## src/rtl/ptf_pkg.sv

```systemverilog
package ptf_pkg;
    localparam int DATA_W  = 8;
    localparam int ENTRY_W = DATA_W + 2;

    typedef struct packed {
        logic              abort;
        logic              eop;
        logic [DATA_W-1:0] data;
    } ptf_entry_t;
endpackage

```

## src/rtl/ptf_tag_ctrl.sv

```systemverilog
// Pending markers and packet length counter; resolves the marker pair for each byte.
module ptf_tag_ctrl #(
    parameter int CNT_W = 8
) (
    input  logic             clk,
    input  logic             rst_n,
    input  logic             ctl_wr,
    input  logic             ctl_eop,
    input  logic             ctl_abort,
    input  logic             cnt_wr,
    input  logic [CNT_W-1:0] cnt_len,
    input  logic             cnt_cycle,
    input  logic             accept,
    output logic             tag_eop,
    output logic             tag_abort,
    output logic             pend_eop,
    output logic             pend_abort
);
    typedef struct packed {
        logic             eop;
        logic             abt;
        logic             cyc;
        logic [CNT_W-1:0] cnt;
        logic [CNT_W-1:0] rel;
    } tag_st_t;

    tag_st_t st_d, st_q;
    logic    last_byte;

    always_comb begin
        last_byte = (st_q.cnt == CNT_W'(1));
        st_d      = st_q;
        // accepted byte consumes the pending markers and advances the length
        if (accept) begin
            st_d.eop = 1'b0;
            st_d.abt = 1'b0;
            if (last_byte) begin
                st_d.cnt = st_q.cyc ? st_q.rel : '0;
            end else if (st_q.cnt != '0) begin
                st_d.cnt = st_q.cnt - CNT_W'(1);
            end
        end
        // a control write wins over the self-clear of the same cycle
        if (ctl_wr) begin
            st_d.eop = ctl_eop;
            st_d.abt = ctl_abort;
        end
        if (cnt_wr) begin
            st_d.cnt = cnt_len;
            st_d.rel = cnt_len;
            st_d.cyc = cnt_cycle;
        end
    end

    always_ff @(posedge clk or negedge rst_n) begin
        if (!rst_n) st_q <= '0;
        else        st_q <= st_d;
    end

    // abort outranks any end-of-packet request
    assign tag_abort  = st_q.abt;
    assign tag_eop    = (st_q.eop | last_byte) & ~st_q.abt;
    assign pend_eop   = st_q.eop;
    assign pend_abort = st_q.abt;
endmodule

```

## src/rtl/ptf_fifo.sv

```systemverilog
// Circular queue with show-ahead head and a sticky drop flag.
module ptf_fifo #(
    parameter int DEPTH = 16,
    parameter int W     = 10,
    parameter int LVL_W = $clog2(DEPTH + 1)
) (
    input  logic             clk,
    input  logic             rst_n,
    input  logic             push,
    input  logic [W-1:0]     wdata,
    input  logic             pop,
    output logic [W-1:0]     rdata,
    output logic             full,
    output logic             empty,
    output logic [LVL_W-1:0] level,
    output logic             ovf
);
    localparam int AW = (DEPTH > 1) ? $clog2(DEPTH) : 1;

    typedef struct packed {
        logic [AW-1:0]    wp;
        logic [AW-1:0]    rp;
        logic [LVL_W-1:0] lvl;
        logic             ovf;
    } fifo_st_t;

    fifo_st_t     st_d, st_q;
    logic [W-1:0] mem_q [DEPTH];
    logic         is_full, is_empty, wr_en, rd_en;

    function automatic logic [AW-1:0] step_ptr(input logic [AW-1:0] p);
        return (p == AW'(DEPTH - 1)) ? '0 : p + AW'(1);
    endfunction

    always_comb begin
        is_full  = (st_q.lvl == LVL_W'(DEPTH));
        is_empty = (st_q.lvl == '0);
        wr_en    = push & ~is_full;
        rd_en    = pop & ~is_empty;
        st_d     = st_q;
        if (wr_en) st_d.wp = step_ptr(st_q.wp);
        if (rd_en) st_d.rp = step_ptr(st_q.rp);
        if (wr_en && !rd_en)      st_d.lvl = st_q.lvl + LVL_W'(1);
        else if (rd_en && !wr_en) st_d.lvl = st_q.lvl - LVL_W'(1);
        if (push && is_full) st_d.ovf = 1'b1;
    end

    always_ff @(posedge clk or negedge rst_n) begin
        if (!rst_n) st_q <= '0;
        else        st_q <= st_d;
    end

    always_ff @(posedge clk) begin
        if (wr_en) mem_q[st_q.wp] <= wdata;
    end

    assign rdata = mem_q[st_q.rp];
    assign full  = is_full;
    assign empty = is_empty;
    assign level = st_q.lvl;
    assign ovf   = st_q.ovf;
endmodule

```

## src/rtl/ptf_wr_front.sv

```systemverilog
module ptf_wr_front #(
    parameter int DEPTH = 16,
    parameter int CNT_W = 8,
    parameter int LVL_W = $clog2(DEPTH + 1)
) (
    input  logic                      clk,
    input  logic                      rst_n,
    input  logic                      ctl_wr,
    input  logic                      ctl_eop,
    input  logic                      ctl_abort,
    input  logic                      cnt_wr,
    input  logic [CNT_W-1:0]          cnt_len,
    input  logic                      cnt_cycle,
    input  logic                      dat_wr,
    input  logic [ptf_pkg::DATA_W-1:0] dat_wdata,
    input  logic                      pop,
    output logic [ptf_pkg::DATA_W-1:0] rd_data,
    output logic                      rd_eop,
    output logic                      rd_abort,
    output logic                      full,
    output logic                      empty,
    output logic [LVL_W-1:0]          level,
    output logic                      overflow
);
    import ptf_pkg::*;

    ptf_entry_t wr_entry, rd_entry;
    logic       accept, tag_eop, tag_abort, pend_eop, pend_abort;
    logic [ENTRY_W-1:0] rd_raw;

    assign accept = dat_wr & ~full;

    ptf_tag_ctrl #(.CNT_W(CNT_W)) u_tag (
        .clk       (clk),
        .rst_n     (rst_n),
        .ctl_wr    (ctl_wr),
        .ctl_eop   (ctl_eop),
        .ctl_abort (ctl_abort),
        .cnt_wr    (cnt_wr),
        .cnt_len   (cnt_len),
        .cnt_cycle (cnt_cycle),
        .accept    (accept),
        .tag_eop   (tag_eop),
        .tag_abort (tag_abort),
        .pend_eop  (pend_eop),
        .pend_abort(pend_abort)
    );

    always_comb begin
        wr_entry.abort = tag_abort;
        wr_entry.eop   = tag_eop;
        wr_entry.data  = dat_wdata;
    end

    ptf_fifo #(.DEPTH(DEPTH), .W(ENTRY_W), .LVL_W(LVL_W)) u_fifo (
        .clk   (clk),
        .rst_n (rst_n),
        .push  (dat_wr),
        .wdata (wr_entry),
        .pop   (pop),
        .rdata (rd_raw),
        .full  (full),
        .empty (empty),
        .level (level),
        .ovf   (overflow)
    );

    assign rd_entry = ptf_entry_t'(rd_raw);
    assign rd_data  = rd_entry.data;
    assign rd_eop   = rd_entry.eop;
    assign rd_abort = rd_entry.abort;
endmodule

```

## config.mk

```make
export PLATFORM = sky130hd
export DESIGN_NAME = ptf_wr_front
export DESIGN_NICKNAME = d
export VERILOG_FILES = /design/src/rtl/ptf_pkg.sv /design/src/rtl/ptf_tag_ctrl.sv /design/src/rtl/ptf_fifo.sv /design/src/rtl/ptf_wr_front.sv
export SDC_FILE = /design/constraint.sdc
export NUM_CORES = 1
export LEC_CHECK = 0
export BUFFER_PORTS_ARGS = -buffer_cell sky130_fd_sc_hd__buf_2
export CAP_MARGIN = 25
export CORE_MARGIN = 4
export CORE_UTILIZATION = 50
export DETAILED_ROUTE_END_ITERATION = 16
export PLACE_DENSITY_LB_ADDON = 0.08
export SLEW_MARGIN = 20
export SYNTH_ARGS = -nofsm -noshare
export SYNTH_HDL_FRONTEND = slang
export SYNTH_SLANG_ARGS = --single-unit
```

## constraint.sdc

```tcl
create_clock -name clk -period 2.8 [get_ports clk]
set_clock_uncertainty 0.2 [all_clocks]
set_input_delay 0.42 -clock clk [delete_from_list [all_inputs] [get_ports clk]]
set_output_delay 0.42 -clock clk [all_outputs]
set_load 0.02 [all_outputs]
```

==> results.sh <==
export IMPL_drtIter0Drc=293
export IMPL_maxSlewViolCount=0
export IMPL_fin_crit_sh_pct=99.3
export IMPL_ys_types=59
export IMPL_status="finished, final reports clean"
export IMPL_htree_levels=4
export IMPL_drt_vias_per_instance=5.80
export IMPL_clkSlewWorstSetupHoldPaths_ns=0.07
export IMPL_dpl_hpwl_um=10800
export IMPL_worstMarginPinSlew_ns=0.767
export IMPL_ys_warn_count=0
export IMPL_synth_common_cells="edfxtp_1, mux2i_1, dfrtp_1"
export IMPL_die_w_um=136
export IMPL_max_freq_ghz=0.360
export IMPL_synth_fp_nets=546
export IMPL_fp_row_count=46
export IMPL_clock_path_buffers=2
export IMPL_grt_first_pass_wirelength_um=27000
export IMPL_power_mw=10.6
export IMPL_hold_viol_final=0
export IMPL_hp_class="in2reg"
export IMPL_startpoint_type="register"
export IMPL_ant_nets=0
export IMPL_arrival_ns=2.16
export IMPL_clk_latency_ns=0.43
export IMPL_start_util_pct=51.4
export IMPL_cts_root_buf="clkbuf_16"
export IMPL_finalSetupViolations=0
export IMPL_cp_max_fo=16
export IMPL_drive_gt1_share_pct=31.5
export IMPL_yosysTopAreaCell="edfxtp_1"
export IMPL_post_route_min_period_ns=2.78
export IMPL_critPathKind="reg2out"
export IMPL_nNetsFinal=618
export IMPL_ys_ff_latch=193
export IMPL_grt_max_degree=34
export IMPL_pwr_share_comb_pct=39.8
export IMPL_fillers=1197
export IMPL_cts_sinks=193
export IMPL_antenna_cells=0
export IMPL_synth_area_leaders="edfxtp_1, dfrtp_1, mux4_2, mux2i_1, a221oi_1"
export IMPL_tritoncts="yes"
export IMPL_slew_headroom_pct=48.9
export IMPL_dieHeight_um=136
export IMPL_routed_wl_um=18100
export IMPL_cts_made_buffers=17
export IMPL_worstPathRequired_ns=2.18
export IMPL_leakage_nw=3.63
export IMPL_io_pins=43
export IMPL_min_path_cells=2
export IMPL_overflow=0
export IMPL_dr_pass1_iters=5
export IMPL_p_int_mw=7.12
export IMPL_grtUsageTotal_pct=20.1
export IMPL_synth_enable_flop_cells=160
export IMPL_synth_top_area_share_pct=58.7
export IMPL_wire_per_inst_um=22.4
export IMPL_rsz0062_at_grt="true"
export IMPL_die_area_sq_um=18500
export IMPL_syn2layout_area_growth_pct=22.6
export IMPL_synth_flop_cell="edfxtp_1"
export IMPL_power_switching_mw=3.51
export IMPL_gp_congestion=0.816
export IMPL_pwr_share_clk_pct=25.1
export IMPL_switching_share_pct=33.0
export IMPL_drc_errors=0
export IMPL_grt_pass1_vias=4735
export IMPL_max_vdd_ir_drop_mv=0.558
export IMPL_r2r_cells=9
export IMPL_drv_cap=0
export IMPL_dr_total_vias=4694
export IMPL_synth_most_common_cell="edfxtp_1"
export IMPL_tns_ns=0
export IMPL_async_flop_share_pct=17.1
export IMPL_core_area_sq_um=15900
export IMPL_ys_seq_area_share_pct=68.8
export IMPL_syn_inst=508
export IMPL_syn_cell_area_sq_um=8190
export IMPL_avgSynthCellArea_sq_um=16.1
export IMPL_antenna_found_initial=0
export IMPL_io_buffer_count=42
export IMPL_seq_power_share_pct=35.1
export IMPL_critPathCaptureType="primary output"
export IMPL_p_per_area_nw_per_um2=1060
## power by group through the flow
stage,Combinational [mW],Sequential (mW),Clock [mW]
4_1_cts,3.39,3.71,2.70
6_report,4.24,3.73,2.66
3_3_place_gp,3.20,3.76,0
2_1_floorplan,2.26,3.70,0
3_5_place_dp,3.24,3.77,0
5_1_grt,4.53,3.77,2.82
## what timing repair did
item                                    CTS  global route
setup buffers                             1            13
endpoints found under the setup margin   10            11
pin swaps                                 0            14
hold endpoints to repair                 36             0
gates cloned                              1             1
hold buffers                              4             0
resized for setup                         8            74
## area by class of cell
cell class                      count  area, sq um  area share (%)
Clock inverter                     12          211            2.11
Sequential cell                   193         5640            56.1
Timing Repair Buffer               85          708            7.05
Multi-Input combinational cell    264         2700            26.9
Inverter                           19         77.6           0.773
Tap cell                          216          270            2.69
Clock buffer                       20          437            4.35
## per-layer routing
metal  wire length, um  part of all wire (%)  up-vias  track usage, %
met5                 0                     0        -               0
met4               334                   1.8        0            6.10
met3               604                   3.3       19            4.26
met2              9170                    51      107            33.6
met1              8010                    44     2421            26.7
li1                  -                     -     2147               -
## registers in the layout, indices dropped and copies added (netlist names)
register / flops
u_fifo.ovf: 1
u_tag.st_q: 17
u_tag.pend_abort: 1
u_tag.pend_eop: 1
u_fifo.level: 5
u_fifo.st_q: 8
u_fifo.mem_q: 160
## metrics by stage
stage	hold slack [ns]	utilization (%)	worst slack [ns]	cells	instance area [sq um]
final	0.0239	63.0	0.0197	809	10000
after global routing	0.0200	63.0	-0.0690	809	10000
after CTS	0.00533	59.8	-0.0340	795	9530
after global placement	0.235	55.0	0.127	757	8760
after floorplan	-0.0756	-	0.0154	508	8240
after detailed placement	0.239	55.0	0.0387	757	8760
## cell usage in the layout (no fill, tap or decap), types with 3 or more instances in the layout
cell / count
a21o_1: 7
a21oi_1: 3
a221oi_2: 7
a221oi_4: 13
a22oi_1: 4
a22oi_2: 6
a311oi_1: 4
and2_1: 10
and3_1: 4
and4_1: 6
buf_12: 6
buf_2: 33
buf_4: 33
buf_6: 6
bufinv_16: 6
clkbuf_1: 3
clkbuf_16: 18
clkinv_2: 3
dfrtp_1: 31
dlygate4sd3_1: 4
edfxtp_1: 160
ha_1: 10
inv_1: 16
mux2_2: 4
mux2i_1: 36
mux2i_2: 5
mux4_2: 20
nand2_1: 26
nand3_1: 4
nand4_1: 3
nor2_1: 10
nor4_1: 3
o21ai_0: 20
o21ai_1: 5
o32ai_1: 3
xnor2_1: 5
## critical path, cell delays in order (launching register included)
cell and delay, ns:
dfrtp_4 0.57, buf_12 0.19, buf_4 0.14, mux2i_1 0.24, a221oi_4 0.11, o21ai_0 0.21, nand2_1 0.10, buf_4 0.17
## kinds of logic after synthesis
| kind of cell | Yosys count | synth area share, % |
|---|---|---|
| simple gates | 83 | 5.65 |
| buf+inv | 51 | 2.86 |
| xor+xnor | 7 | 0.749 |
| compound gates | 95 | 8.66 |
| flops | 193 | 68.8 |
| mux | 66 | 11.2 |
| fa+ha+maj | 13 | 2.08 |
## final timing paths
| check | start | end | slack, ns |
|---|---|---|---|
| max | u_fifo.st_q[6]$_DFFE_PN0P_ | rd_data[5] | 0.02 |
| min | ctl_wr | u_tag.pend_abort$_DFFE_PN0P_ | 0.02 |
| max reg2reg | u_fifo.level[0]$_DFFE_PN0P_ | u_fifo.level[4]$_DFFE_PN0P_ | 0.10 |
| min reg2reg | u_fifo.ovf$_DFFE_PN0P_ | u_fifo.ovf$_DFFE_PN0P_ | 0.26 |
| max in group asynchronous | rst_n | u_fifo.st_q[6]$_DFFE_PN0P_ | 1.44 |
| min in group asynchronous | rst_n | u_fifo.level[3]$_DFFE_PN0P_ | 0.39 |
Note: power is estimated with default switching activity, not from simulation.
